<file path="src/rtl/contrast_pwm.sv">
module contrast_pwm #(
  parameter int DUTY_W  = 8,
  parameter int PRESC_W = 2,
  parameter logic [DUTY_W-1:0]  DUTY_RST = 8'hC8,
  parameter logic [PRESC_W+1:0] CTRL_RST = 4'b1011
) (
  input  logic              clk,
  input  logic              rst_n,
  input  logic              reg_sel,
  input  logic              reg_wr,
  input  logic [DUTY_W-1:0] reg_wdata,
  output logic [DUTY_W-1:0] reg_rdata,
  output logic              pwm_out
);
  localparam int CTRL_W = PRESC_W + 2;
  localparam int PRE_W  = (1 << PRESC_W) - 1;

  logic [CTRL_W-1:0]  ctrl_reg;
  logic [DUTY_W-1:0]  duty_reg, duty_act, cnt;
  logic [PRE_W-1:0]   pre_cnt, pre_mask;
  logic [PRESC_W-1:0] ctrl_code;
  logic               ctrl_inv, ctrl_en, tick, wrap;

  assign ctrl_code = ctrl_reg[PRESC_W-1:0];
  assign ctrl_inv  = ctrl_reg[PRESC_W];
  assign ctrl_en   = ctrl_reg[PRESC_W+1];
  assign pre_mask  = ~({PRE_W{1'b1}} << ctrl_code);
  assign tick      = ctrl_en && ((pre_cnt & pre_mask) == pre_mask);
  assign wrap      = tick && (cnt == '1);
  assign reg_rdata = reg_sel ? duty_reg : DUTY_W'(ctrl_reg);

  always_ff @(posedge clk) begin
    if (!rst_n) begin
      ctrl_reg <= CTRL_RST;
      duty_reg <= DUTY_RST;
    end else if (reg_wr) begin
      if (reg_sel) duty_reg <= reg_wdata;
      else         ctrl_reg <= reg_wdata[CTRL_W-1:0];
    end
  end

  always_ff @(posedge clk) begin
    if (!rst_n) begin
      pre_cnt  <= '0;
      cnt      <= '0;
      duty_act <= DUTY_RST;
      pwm_out  <= 1'b0;
    end else begin
      if (!ctrl_en) begin
        pre_cnt  <= '0;
        cnt      <= '0;
        duty_act <= duty_reg;
      end else begin
        pre_cnt <= pre_cnt + 1'b1;
        if (tick) cnt <= cnt + 1'b1;
        if (wrap) duty_act <= duty_reg;
      end
      pwm_out <= ctrl_en ? ((cnt < duty_act) ^ ctrl_inv) : ctrl_inv;
    end
  end

  assert_disabled_idle_R6: assert property (@(posedge clk) disable iff (!rst_n)
    $past(rst_n) && !$past(ctrl_en) |-> pwm_out == $past(ctrl_inv));

  assert_zero_duty_R7: assert property (@(posedge clk) disable iff (!rst_n)
    $past(rst_n) && $past(duty_act) == '0 |-> pwm_out == $past(ctrl_inv));

  assert_duty_hold_R8: assert property (@(posedge clk) disable iff (!rst_n)
    $past(rst_n) && $past(ctrl_en && !wrap) |-> $stable(duty_act));

  assert_count_step_R3: assert property (@(posedge clk) disable iff (!rst_n)
    ctrl_en && tick |=> cnt == $past(cnt) + 1'b1);

  assert_count_hold_R3: assert property (@(posedge clk) disable iff (!rst_n)
    ctrl_en && !tick && !reg_wr |=> $stable(cnt));
endmodule

</file>
<file path="config.mk">
export PLATFORM = sky130hd
export DESIGN_NAME = contrast_pwm
export DESIGN_NICKNAME = d
export VERILOG_FILES = /design/src/rtl/contrast_pwm.sv
export SDC_FILE = /design/constraint.sdc
export NUM_CORES = 1
export LEC_CHECK = 0
export ABC_AREA = 0
export ABC_CLOCK_PERIOD_IN_PS = 1500
export BUFFER_PORTS_ARGS = -buffer_cell sky130_fd_sc_hd__buf_2
export CAP_MARGIN = 10
export CORE_MARGIN = 1.5
export CORE_UTILIZATION = 57
export CTS_CLUSTER_DIAMETER = 40
export CTS_CLUSTER_SIZE = 25
export DETAILED_ROUTE_END_ITERATION = 16
export PLACE_DENSITY = 0.75
export SLEW_MARGIN = 20
export SYNTH_ARGS = -nofsm -noshare
export SYNTH_HDL_FRONTEND = slang
export SYNTH_SLANG_ARGS = --single-unit
export TNS_END_PERCENT = 20
</file>
<file path="constraint.sdc">
create_clock -name clk -period 1.5 [get_ports clk]
set_input_delay 0.15 -clock clk [delete_from_list [all_inputs] [get_ports clk]]
set_output_delay 0.15 -clock clk [all_outputs]
set_load 0.02 [all_outputs]
</file>
==> metrics.md, run 1 <==
| Metric | Value |
|---|---|
| Worst slew pin tran | `0.537 ns` |
| Core area | `0.00281 mm^2` |
| TritonCTS buffer count | `5` |
| Clock Path Buffers | `2` |
| Crit path max-delay family | `simple AND/OR/NAND/NOR gates` |
| All-Layer GR Usage | `26.0%` |
| Die height | `58.0 um` |
| Net Switching | `483 uW` |
| Prevailing post-synth register cell | `dfxtp_1` |
| Hpwl dp | `2860 um` |
| I/O pin count | `21` |
| Unrepaired setup endpoints after global routing | `yes` |
| Fin area | `0.00213 mm^2` |
| Dominant cells by area after synthesis | `dfxtp_1, ha_1, nand2_1` |
| Syn Inst Count | `203` |
| First-pass GRT wire length | `6800 um` |
| Clock Latency Late Sink | `0.33 ns` |
| Status | `finished, final reports clean` |
| DIE AREA | `0.00337 mm^2` |
| Hold Path Class | `in -> reg` |
| Highest clock rate | `681 MHz` |
| Leakage | `0.000902 uW` |
| Clock tree root buffer cell | `clkbuf_4` |
| Syn_area_per_cell | `8.51 um^2` |
| Nets | `259` |
| Hold-fix buffers, CTS | `0` |
| Placement Cell Area | `0.00191 mm^2` |
| Post-Syn Area | `0.00173 mm^2` |
| Vias | `1,674` |
| Tcrit/Tclk final | `97.9%` |
| Antenna cells | `0` |
| IO Port Bufs | `20` |
| Layout cells sized above 1 | `31.8%` |
| WP data required | `1.77 ns` |
| Routed Antenna Nets | `0` |
| Top cell type's share of synthesized area | `37.1%` |
| Final wirelength | `4220 um` |
| Count leader, synth | `dfxtp_1` |
| WP data arrival | `1.74 ns` |
| Final Slew Violations | `0` |
| Crit path time final | `1.47 ns` |
| Worst setup SP type | `flop` |
| Vias/cell | `6.20` |
| Switching Share | `28.1%` |
| GR Overflow Total | `0` |
| Num rows | `19` |
| DR iter-0 viols | `107` |
| CTS tree | `built` |
| Worst path slowest cell | `or4_4` |
| Most instantiated cells after synthesis | `dfxtp_1, nand2_1, o21ai_0` |
| Worst VDD drop | `0.000721 V` |
| Crit Path Category | `reg -> reg` |
| Final hold vios | `0` |
| Capturing element type of the critical path | `flop` |
| Area leader, netlist | `dfxtp_1` |
| Largest net degree at the start of global routing | `36` |
| Drt drc | `0` |
| DRT Pass-1 Iters | `4` |
| Critical Path Max Stage Delay | `0.44 ns` |
| H-tree levels | `2` |
| Comb power frac | `16.1%` |
| Initial antenna violation count | `0` |
| Clock group share of total power | `30.4%` |
| Number of synthesized flops with an enable pin | `0` |
| Slew HR | `64.2%` |
| Sink Count | `32` |
| Post-Syn Nets | `224` |
| Layout area overhead | `23.2%` |
| Max cap viols | `0` |
| Register area share after synthesis | `37.1%` |
| Synth Warn # | `0` |
| Clk slew on worst S/H paths | `0.10 ns` |
| Worst path bufs/invs | `0` |
| Skew final | `0.00844 ns` |
| Hold_ws | `0.0323 ns` |
| Flop pwr share | `53.5%` |
| Initial core utilization | `61.6%` |
| Cell Pwr Density | `808 mW/mm^2` |
| Crit path cell chain | `a21boi_2 -> or2_1 -> or4_4 -> a21oi_2` |
| RD Place Congestion | `0.780` |
| Routed wire per std cell | `15.6 um` |
| Final-report setup violation count | `0` |
| Number of global-route vias before repair | `1,552` |
| Crit Path Max Fanout | `6` |
| Library cells used by synthesis | `41` |
| Chip width | `58.0 um` |
| Power Internal | `1230 uW` |
| Setup TNS | `0 ns` |
| Asr flop ratio synth | `0%` |
| Seq cells post-synth | `32` |
-- cell usage in the layout (no fill, tap or decap), drive strengths merged, types with 5 or more instances in the layout --
cell | Yosys | final
inv | 12 | 12
clkbuf | 9 | 8
nand3 | 7 | 7
a21oi | 7 | 7
nand2 | 30 | 30
or4 | 9 | 9
dfxtp | 32 | 32
and2 | 6 | 6
buf | 2 | 37
o21ai | 12 | 12
o211ai | 8 | 8
a32oi | 5 | 5
and3 | 6 | 6
a21boi | 6 | 6
ha | 9 | 9
-- metal layers --
| layer | vias to the layer above | share of wire, % | global-route usage, % |
|---|---|---|---|
| met1 | 787 | 45 | 32.4 |
| met2 | 53 | 48 | 42.9 |
| li1 | 824 | - | - |
| met5 | - | 0 | 0 |
| met3 | 10 | 4.3 | 5.13 |
| met4 | 0 | 2.0 | 13.0 |
-- worst paths after layout --
| check | start | endpoint | slack, ns | cells after the start |
|---|---|---|---|---|
| min reg2reg | duty_act[6] | duty_act[6] | 0.51 | 2 |
| max reg2reg | ctrl_reg[1] | cnt[5] | 0.03 | 4 |
| min | reg_wdata[7] | duty_reg[7] | 0.03 | 3 |
| max | ctrl_reg[1] | cnt[5] | 0.03 | 4 |
-- repair_timing --
action / CTS / global route
gates resized for setup: 9 / 29
hold endpoints to repair: 0 / 0
setup endpoints to repair: 14 / 15
buffers inserted: 0 / 3
pin swaps: 0 / 10
gates cloned: 0 / 2
-- layout make-up --
type | count | area, um^2
timing repair buffer | 37 | 228
tap | 31 | 38.8
multi-input combinational | 149 | 1080
fill | 192 | 678
inverter | 13 | 53.8
clock buffer | 8 | 58.8
sequential | 32 | 664
-- cell families (layout without fill, tap and decap cells) --
family / count (synthesis) / in the layout / share of synthesized area, %
adders and majority gates: 9 / 9 / 6.52
DFF: 32 / 32 / 37.1
and+or+nand+nor: 77 / 77 / 24.4
xor gates and xnor gates: 1 / 1 / 0.507
buffers and inverters: 24 / 58 / 6.09
AOI/OAI and AO/OA: 55 / 57 / 22.3
muxes: 5 / 5 / 3.04
-- worst register-to-register path: cells and delay by family, from the launching register on --
kind            cells  cell delay [ns]
simple gates        2             0.75
flops               1             0.35
compound gates      2             0.31
-- per-stage QoR --
| stage | instances | utilization, % | total power (uW) | setup WS, ns |
|---|---|---|---|---|
| 4_1_cts | 265 | 71.1 | 1710 | -0.00643 |
| 5_1_grt | 270 | 75.8 | 1800 | -0.0495 |
| 6_report | 270 | 75.8 | 1720 | 0.0320 |
| 3_3_place_gp | 257 | 68.2 | 1180 | 0.0197 |
| 3_5_place_dp | 257 | 68.2 | 1190 | -0.0396 |
| 2_1_floorplan | 203 | - | 1110 | 0.0859 |
-- power by group through the flow --
stage	logic [uW]	registers [uW]	clock network (uW)
6_report	276	920	522
5_1_grt	305	925	565
4_1_cts	253	920	537
3_5_place_dp	248	940	0
3_3_place_gp	241	938	0
2_1_floorplan	170	935	0
Power figures use the tool's default switching activity.
==> run 2, diff against run 1 <==
Settings changed: ABC_CLOCK_PERIOD_IN_PS 1500 to 1350, CORE_UTILIZATION 57 to 51, PLACE_DENSITY 0.75 to 0.71, REMOVE_ABC_BUFFERS set to 1.
Clock period 1.5 ns to 1.35 ns, I/O delays scaled along.
==> metrics.md, run 2 (same netlist as run 1, synthesis figures left out) <==
| Metric | Value |
|---|---|
| Status | `complete, but fails checks` |
| Failing checks | `setup timing` |
| TritonCTS buffer count | `5 (unchanged)` |
| Tcrit/Tclk final | `109% (+11 points)` |
| Number of global-route vias before repair | `1,710 (+10%)` |
| CTS tree | `built` |
| Clk slew on worst S/H paths | `0.10 ns (about the same)` |
| Routed Antenna Nets | `0 (unchanged)` |
| Crit Path Category | `reg -> reg` |
| Slew HR | `72.5% (+8.3 points)` |
| Drt drc | `0 (unchanged)` |
| Highest clock rate | `680 MHz (-0.13%)` |
| Antenna cells | `0 (unchanged)` |
| Layout area overhead | `33.4%` |
| Final-report setup violation count | `16 (+16)` |
| Leakage | `0.000997 uW (+11%)` |
| IO Port Bufs | `20 (unchanged)` |
| Hold_ws | `0.0312 ns (-0.00113 ns)` |
| Setup TNS | `-0.877 ns (-0.877 ns)` |
| Setup slack at placement | `-0.173 ns (-0.134 ns)` |
| Worst VDD drop | `0.000671 V (-7.0%)` |
| DRT Pass-1 Iters | `4 (unchanged)` |
| Crit path max-delay family | `simple AND/OR/NAND/NOR gates` |
| Routed wire per std cell | `15.9 um (+1.9%)` |
| Largest net degree at the start of global routing | `27 (-25%)` |
| Cell Pwr Density | `842 mW/mm^2 (+4.3%)` |
| Final Total Pwr | `1940 uW (+13%)` |
| Worst slew pin tran | `0.412 ns (-0.125 ns)` |
| Worst setup SP type | `flop` |
| Core area | `0.00313 mm^2 (+12%)` |
| Skew final | `0.0112 ns (+0.00275 ns)` |
| Most frequent cells in the layout | `nand2_1, buf_4, dfxtp_1` |
| Clock Latency Late Sink | `0.33 ns (about the same)` |
| Hold Path Class | `in -> reg` |
| Critical Path Max Stage Delay | `0.44 ns (about the same)` |
| Final hold vios | `0 (unchanged)` |
| DR iter-0 viols | `109 (+1.9%)` |
| Unrepaired setup endpoints after global routing | `yes` |
| Initial antenna violation count | `0 (unchanged)` |
| Vias | `1,746 (+4.3%)` |
| Die height | `61.2 um (+5.4%)` |
| All-Layer GR Usage | `27.7% (+1.7 points)` |
| Final Slew Violations | `0 (unchanged)` |
| First-pass GRT wire length | `7710 um (+13%)` |
| Sink Count | `32 (unchanged)` |
| Hpwl dp | `3090 um (+8.2%)` |
| Crit path time final | `1.47 ns (+0.00194 ns)` |
| WP data arrival | `1.74 ns (about the same)` |
| Crit path cell chain | `buf_6 -> nand4_1 -> or2_4 -> or4_1 -> a21oi_2` |
| Chip width | `61.2 um (+5.4%)` |
| Vias/cell | `5.90 (-4.9%)` |
| Initial core utilization | `55.2% (-6.4 points)` |
| Capturing element type of the critical path | `flop` |
| Worst path bufs/invs | `1 (+1)` |
| Nets | `272 (+5.0%)` |
| Final wirelength | `4710 um (+12%)` |
| WP data required | `1.62 ns (-0.15 ns)` |
| Num rows | `20 (+1)` |
| DIE AREA | `0.00374 mm^2 (+11%)` |
| Clock Path Buffers | `2 (unchanged)` |
| Crit Path Max Fanout | `5 (-1)` |
| RD Place Congestion | `0.801 (+2.7%)` |
| Fin worst setup slack | `-0.120 ns (-0.152 ns)` |
| H-tree levels | `2 (unchanged)` |
| Commonest non-fill, non-tap cell in the layout | `nand2_1` |
| Worst path slowest cell | `or4_1` |
| Clock tree root buffer cell | `clkbuf_4` |
| Max cap viols | `0 (unchanged)` |
| Layout cells sized above 1 | `36.5% (+4.7 points)` |
| I/O pin count | `21 (unchanged)` |
| GR Overflow Total | `0 (unchanged)` |
==> run 2: cell count changes in the layout (fill, tap and decap cells not counted), sizes merged <==
cell / delta
buf: +12
nand3b: +1
==> run 2: repair_timing <==
| item | CTS | global route |
|---|---|---|
| setup buffers | 3 | 0 |
| pin swaps | 13 | 9 |
| gates resized for setup | 38 | 11 |
| cloned | 3 | 0 |
| hold buffers | 0 | 0 |
| setup endpoints to repair | 15 | 18 |
| hold endpoints to repair | 0 | 0 |
==> run 2: routing by layer <==
metal | vias up | share of wire (%) | global-route usage [%]
met5 | - | 0 | 0
met4 | 0 | 1.1 | 8.39
met1 | 832 | 41 | 30.6
met3 | 7 | 5.0 | 6.72
li1 | 849 | - | -
met2 | 58 | 53 | 52.0
==> run 2: area by class of cell <==
type / count / area, um^2
inverter: 13 / 53.8
timing repair buffer: 49 / 352
sequential: 32 / 658
fill: 244 / 825
tap: 44 / 55.1
multi-input combinational: 150 / 1130
clock buffer: 8 / 58.8
==> run 2: per-stage QoR <==
stage	instance area, um^2	cells	utilization (%)
after global placement	2020	282	64.6
after CTS	2270	296	72.4
final	2300	296	73.6
after floorplan	1670	192	-
after global routing	2300	296	73.6
after detailed placement	2020	282	64.6
==> run 2: worst paths after layout <==
| check | startpoint | cells past startpoint | slack (ns) | to |
|---|---|---|---|---|
| setup / recovery | cnt[0] | 5 | -0.12 | cnt[5] |
| hold / removal | reg_wdata[1] | 3 | 0.03 | ctrl_reg[1] |
| setup reg to reg | cnt[0] | 5 | -0.12 | cnt[5] |
| hold reg to reg | duty_reg[4] | 2 | 0.51 | duty_reg[4] |
==> run 2: worst min-delay path, delay by kind of cell <==
kind                   cells  cell delay [ns]
multiplexers               1             0.06
buffers and inverters      1             0.08
AND/OR/NAND/NOR            1             0.05
==> run 2: report_power, final <==
group	total (uW)	internal, uW	switching (uW)
Sequential	1020	989	35.1
Clock	570	257	313
Combinational	346	153	193
Total	1940	1400	542
